$ cat src/rtl/dma_xact_pkg.sv
package dma_xact_pkg;

  typedef enum logic [1:0] {
    ST_READY   = 2'd0,
    ST_BUSY_RD = 2'd1,
    ST_BUSY_WR = 2'd2
  } xact_state_e;

  localparam logic [1:0] REQ_LOAD   = 2'b01;
  localparam logic [1:0] REQ_STORE  = 2'b10;
  localparam logic [1:0] RSP_DATA   = 2'b01;
  localparam logic [1:0] RSP_ACK    = 2'b10;
  localparam logic [1:0] MSG_DMA_RD = 2'b01;
  localparam logic [1:0] MSG_DMA_WR = 2'b10;
  localparam logic [1:0] CLS_CTRL   = 2'b01;

  // a type code is legal when exactly one of its two bits is set
  function automatic logic kind_known(logic [1:0] k);
    return k == 2'b01 || k == 2'b10;
  endfunction

  // responses of illegal type are always taken (and flagged); legal ones only when awaited
  function automatic logic rsp_consumable(xact_state_e s, logic [1:0] k);
    return !kind_known(k)
        || (s == ST_BUSY_RD && k == RSP_DATA)
        || (s == ST_BUSY_WR && k == RSP_ACK);
  endfunction

  function automatic logic [1:0] msg_type_for(logic [1:0] k);
    return (k == REQ_STORE) ? MSG_DMA_WR : MSG_DMA_RD;
  endfunction

endpackage

$ cat src/rtl/dma_xact_fsm.sv
module dma_xact_fsm
  import dma_xact_pkg::*;
(
  input  logic        clk,
  input  logic        rst_n,
  input  logic        go_rd,
  input  logic        go_wr,
  input  logic        done_rd,
  input  logic        done_wr,
  output xact_state_e state
);

  xact_state_e nxt;

  always_comb begin
    nxt = state;
    unique case (state)
      ST_READY: begin
        if (go_rd)      nxt = ST_BUSY_RD;
        else if (go_wr) nxt = ST_BUSY_WR;
      end
      ST_BUSY_RD: if (done_rd) nxt = ST_READY;
      ST_BUSY_WR: if (done_wr) nxt = ST_READY;
      default:    nxt = ST_READY;
    endcase
  end

  always_ff @(posedge clk) begin
    if (!rst_n) state <= ST_READY;
    else        state <= nxt;
  end

endmodule

$ cat src/rtl/dma_xact_delay.sv
module dma_xact_delay #(
  parameter int AW    = 32,
  parameter int LW    = 8,
  parameter int DW    = 64,
  parameter int DELAY = 6
) (
  input  logic          clk,
  input  logic          rst_n,
  input  logic          load,
  input  logic [1:0]    ld_type,
  input  logic [AW-1:0] ld_paddr,
  input  logic [LW-1:0] ld_len,
  input  logic [DW-1:0] ld_data,
  input  logic          out_ready,
  output logic          out_valid,
  output logic [1:0]    out_type,
  output logic [AW-1:0] out_paddr,
  output logic [LW-1:0] out_len,
  output logic [DW-1:0] out_data,
  output logic          busy
);

  localparam int CW = (DELAY < 1) ? 1 : $clog2(DELAY + 1);

  logic          pend_q;
  logic [CW-1:0] cnt_q;
  logic          expired;

  assign expired   = (cnt_q == '0);
  assign out_valid = pend_q && expired;
  assign busy      = pend_q;

  always_ff @(posedge clk) begin
    if (!rst_n) begin
      pend_q <= 1'b0;
      cnt_q  <= '0;
    end else if (load) begin
      pend_q <= 1'b1;
      cnt_q  <= CW'(DELAY);
    end else if (pend_q) begin
      if (!expired)       cnt_q  <= cnt_q - CW'(1);
      else if (out_ready) pend_q <= 1'b0;
    end
  end

  always_ff @(posedge clk) begin
    if (!rst_n) begin
      out_type  <= '0;
      out_paddr <= '0;
      out_len   <= '0;
      out_data  <= '0;
    end else if (load) begin
      out_type  <= ld_type;
      out_paddr <= ld_paddr;
      out_len   <= ld_len;
      out_data  <= ld_data;
    end
  end

endmodule

$ cat src/rtl/dma_xact_ctrl.sv
module dma_xact_ctrl
  import dma_xact_pkg::*;
#(
  parameter int AW    = 32,
  parameter int LW    = 8,
  parameter int DW    = 64,
  parameter int DELAY = 6
) (
  input  logic          clk,
  input  logic          rst_n,
  input  logic          req_valid,
  output logic          req_ready,
  input  logic [1:0]    req_kind,
  input  logic [AW-1:0] req_paddr,
  input  logic [LW-1:0] req_len,
  input  logic [DW-1:0] req_data,
  output logic          net_valid,
  input  logic          net_ready,
  output logic [1:0]    net_type,
  output logic [1:0]    net_class,
  output logic [AW-1:0] net_paddr,
  output logic [LW-1:0] net_len,
  output logic [DW-1:0] net_data,
  input  logic          rsp_valid,
  output logic          rsp_ready,
  input  logic [1:0]    rsp_kind,
  input  logic [DW-1:0] rsp_data,
  output logic          rd_valid,
  output logic [DW-1:0] rd_data,
  output logic          wr_done,
  output logic          err
);

  xact_state_e cur_st;
  logic msg_busy;
  logic req_fire, req_good, go_rd, go_wr;
  logic rsp_fire, done_rd, done_wr, bad_rsp;

  assign req_ready = (cur_st == ST_READY) && !msg_busy;
  assign req_fire  = req_valid && req_ready;
  assign req_good  = kind_known(req_kind);
  assign go_rd     = req_fire && req_kind == REQ_LOAD;
  assign go_wr     = req_fire && req_kind == REQ_STORE;

  assign rsp_ready = rsp_consumable(cur_st, rsp_kind);
  assign rsp_fire  = rsp_valid && rsp_ready;
  assign done_rd   = rsp_fire && rsp_kind == RSP_DATA;
  assign done_wr   = rsp_fire && rsp_kind == RSP_ACK;
  assign bad_rsp   = rsp_fire && !kind_known(rsp_kind);

  assign net_class = CLS_CTRL;

  dma_xact_fsm u_fsm (
    .clk     (clk),
    .rst_n   (rst_n),
    .go_rd   (go_rd),
    .go_wr   (go_wr),
    .done_rd (done_rd),
    .done_wr (done_wr),
    .state   (cur_st)
  );

  dma_xact_delay #(.AW(AW), .LW(LW), .DW(DW), .DELAY(DELAY)) u_dly (
    .clk       (clk),
    .rst_n     (rst_n),
    .load      (go_rd || go_wr),
    .ld_type   (msg_type_for(req_kind)),
    .ld_paddr  (req_paddr),
    .ld_len    (req_len),
    .ld_data   (req_data),
    .out_ready (net_ready),
    .out_valid (net_valid),
    .out_type  (net_type),
    .out_paddr (net_paddr),
    .out_len   (net_len),
    .out_data  (net_data),
    .busy      (msg_busy)
  );

  always_ff @(posedge clk) begin
    if (!rst_n) begin
      rd_valid <= 1'b0;
      rd_data  <= '0;
      wr_done  <= 1'b0;
      err      <= 1'b0;
    end else begin
      rd_valid <= done_rd;
      if (done_rd) rd_data <= rsp_data;
      wr_done  <= done_wr;
      err      <= (req_fire && !req_good) || bad_rsp;
    end
  end

endmodule

$ cat config.mk
export PLATFORM = sky130hd
export DESIGN_NAME = dma_xact_ctrl
export DESIGN_NICKNAME = d
export VERILOG_FILES = /design/src/rtl/dma_xact_pkg.sv /design/src/rtl/dma_xact_fsm.sv /design/src/rtl/dma_xact_delay.sv /design/src/rtl/dma_xact_ctrl.sv
export SDC_FILE = /design/constraint.sdc
export NUM_CORES = 1
export LEC_CHECK = 0
export CAP_MARGIN = 15
export CORE_UTILIZATION = 46
export DETAILED_ROUTE_END_ITERATION = 6
export PLACE_DENSITY = 0.86
export SYNTH_ARGS = -nofsm -noshare
export SYNTH_HDL_FRONTEND = slang
export SYNTH_HIERARCHICAL = 1
export SYNTH_SLANG_ARGS = --single-unit
$ cat constraint.sdc
create_clock -name clk -period 4.5 [get_ports clk]
set_clock_uncertainty 0.1 [all_clocks]
set_input_delay 1.125 -clock clk [delete_from_list [all_inputs] [get_ports clk]]
set_output_delay 1.125 -clock clk [all_outputs]
set_load 0.01 [all_outputs]
==> results_dict.tcl, run 1 <==
set metrics [dict create \
    final_cell_count_no_fill 1258 \
    ys_seq_elements 179 \
    met1_usage 0.2799 \
    start_util 0.4770 \
    first_pass_iters 4 \
    critPathCaptureType "output port" \
    synth.top_cell.area_share 0.4298 \
    max_cap_viol_count 0 \
    switching_share 0.2468 \
    synth_area_um2 8337 \
    die_area_um2 18670 \
    crit_required_ns 3.27 \
    postRouteAntennaNets 0 \
    grt_max_degree 115 \
    place.gp.congestion 0.7848 \
    io_buffers 352 \
    p_per_area_nw_per_um2 316.1 \
    finalCritPeriodShare 0.9220 \
    syn_avg_cell_area_um2 11.50 \
    tightestPinTransition_ns 1.071 \
    die_w_um 136.6 \
    cts_tree "done" \
    p_clk_frac 0.392 \
    hold_buffers 0 \
    area_delta_synth_final_pct 46.41 \
    antenna_cells 0 \
    ios 355 \
    post_drt_wl_per_cell_um 19.45 \
    clk_latency_ns 0.42 \
    cts_sinks 179 \
    place_hpwl_um 16400 \
    finish.utilization 0.6984 \
    period_needed_ns 4.149 \
    vias 6773 \
    htree_levels 4 \
    track_usage 0.2546 \
    ys_warn_count 6 \
    clkTransAtPathRegs_ns 0.06 \
    syn-instance-count 725 \
    async_flop_share 0 \
    clock_tree.root_cell "clkbuf_16" \
    fmax_mhz 241.0 \
    internal_power_mw 2.906 \
    dieHeight_um 136.6 \
    fin_tns_setup_ns 0 \
    core_um2 17480 \
    viasPerCell 5.384 \
    synth_area_leaders "dfxtp_1 43%, mux2i_1 13%, o41ai_2 10%" \
    cts_inserted_buffers 17 \
    use_met2 0.4323 \
    nNetsFinal 1204 \
    first_iter_violations 278 \
    syn_nets 906 \
    ir_worst_vdd_mv 0.2611 \
    worstSetupPathType "input port to output port" \
    critPathMaxFanout 4 \
    synth_most_common_cell "dfxtp_1" \
    grt-ovfl-total 0 \
    seq_power_share 0.438 \
    dp.cells 1229 \
    switching_power_uw 952.1 \
    ys_top_cells_by_count "179 x dfxtp_1, 107 x nor2b_1, 106 x mux2i_1" \
    routed_wirelength_um 24470 \
    met3_usage 0.1007 \
    busiest_layer "met2" \
    ys_types 38 \
    synth-main-ff-cell "dfxtp_1" \
    drv_slew 0 \
    startpoint_type "input port" \
    antenna_found_initial 0 \
    postCtsSetupRepairBufs 0 \
    rsz0062_at_grt "no" \
    rows 48 \
    grt_pass1_vias 6748 \
    comb_power_share 0.170 \
    place_ws_ns 0.3484 \
    drcViolationCount 0 \
    final_layout_size_suffix_gt1_frac 0.1404 \
    postCtsResizedCells 0 \
    cts_max_path_buffers 2 \
    p_leak_nw 4.032 \
    status "finished clean" \
    crit_arrival_ns 2.92 \
    synth_area_leader_cell "dfxtp_1" \
    finalHoldViolations 0 \
    grt_pass1_wl_um 36470 \
    worst_slack_ns 0.3512 \
    max-slew-margin-rel 0.2862 \
    hp-class "register to register" \
    synth-seq-area-share 0.4298 \
    finalSetupViolCount 0 \
    synth_edf_count 0 \
]
==> per-stage QoR <==
stage	area, um^2	total power [mW]	hold WS, ns
after floorplan	8337	2.062	0.3545
after global placement	11620	2.369	0.3413
after detailed placement	11620	2.376	0.3472
after CTS	12210	3.889	0.3592
after global routing	12210	3.994	0.3659
final	12210	3.858	0.3559
==> worst max-delay path, cell delays in order <==
cell and delay (ns):
clkdlybuf4s50_1 0.48, inv_1 0.05, ha_1 0.25, and3b_2 0.23
or2_1 0.22, clkdlybuf4s50_1 0.56
==> path summary, 6_finish.rpt <==
path	startpoint	end	slack, ns	cells after the start
setup / recovery	rsp_kind[0]	rsp_ready	0.35	6
hold / removal	rd_data[28]	rd_data[28]	0.36	2
setup reg to reg	u_fsm/state[1]	u_dly/out_data[18]	1.99	5
hold reg to reg	rd_data[28]	rd_data[28]	0.36	2
==> logic make-up after synthesis <==
| kind of cell | after synthesis | share of synthesized area |
|---|---|---|
| compound gates | 205 | 0.2458 |
| fa+ha+maj | 4 | 0.006004 |
| buf+inv | 90 | 0.08480 |
| flops | 179 | 0.4298 |
| mux | 106 | 0.1273 |
| other cells | 2 | 0.0009008 |
| simple gates | 139 | 0.1054 |
==> registers in the layout, summed over array words and instances, names as in the netlist <==
register,count
rd_data,64
u_dly/out_data,64
u_dly/out_paddr,32
u_dly/out_len,8
u_dly/cnt_q,3
u_dly/out_type,2
u_fsm/state,2
err,1
rd_valid,1
u_dly/busy,1
wr_done,1
==> final cells by class <==
cell class | count | area [um^2]
Fill cell | 1332 | 5271
Clock buffer | 21 | 460.4
Clock inverter | 8 | 127.6
Tap cell | 225 | 281.5
Timing Repair Buffer | 362 | 3656
Inverter | 7 | 26.28
Multi-Input combinational cell | 456 | 4070
Sequential cell | 179 | 3583
==> cell usage in the layout (no fill, tap or decap), types with 4 or more instances in the layout <==
cell type / n
buf_4: 5
clkdlybuf4s50_1: 351
o41ai_1: 13
a21oi_2: 8
dfxtp_1: 179
o21ai_0: 4
a21oi_1: 59
inv_1: 6
o211ai_1: 25
and2_1: 4
mux2i_1: 106
clkbuf_16: 17
nand2b_1: 7
o211ai_2: 39
nor2b_1: 107
nor2_1: 4
o41ai_2: 51
buf_12: 5
ha_1: 4
==> per-layer routing <==
layer | share of wire | wire [um]
met5 | 0 | 0
met2 | 0.49 | 12020
met1 | 0.38 | 9380
met4 | 0.034 | 839
met3 | 0.091 | 2235
==> power by group through the flow <==
stage	Combinational, mW	Clock (mW)	Sequential, mW
6_report	0.655	1.51	1.69
2_1_floorplan	0.316	0	1.75
3_5_place_dp	0.653	0	1.72
3_3_place_gp	0.648	0	1.72
4_1_cts	0.659	1.54	1.69
5_1_grt	0.694	1.60	1.70
Note: power is estimated with default switching activity, not from simulation.
==> inputs of run 2 (changes only) <==
--- a/config.mk
+++ b/config.mk
@@ -5,6 +5,7 @@
 export SDC_FILE = /design/constraint.sdc
 export NUM_CORES = 1
 export LEC_CHECK = 0
+export ABC_CLOCK_PERIOD_IN_PS = 4500
 export CAP_MARGIN = 15
 export CORE_UTILIZATION = 46
 export DETAILED_ROUTE_END_ITERATION = 6
==> results of run 2 <==
No change in the layout: final DEF, timing and power equal those of run 1.
==> inputs of run 3 (changes only) <==
--- a/config.mk
+++ b/config.mk
@@ -6,7 +6,6 @@
 export NUM_CORES = 1
 export LEC_CHECK = 0
 export ABC_CLOCK_PERIOD_IN_PS = 4500
-export CAP_MARGIN = 15
 export CORE_UTILIZATION = 46
 export DETAILED_ROUTE_END_ITERATION = 6
 export PLACE_DENSITY = 0.86
==> results of run 3 <==
No change in the layout: final DEF, timing and power equal those of run 1.
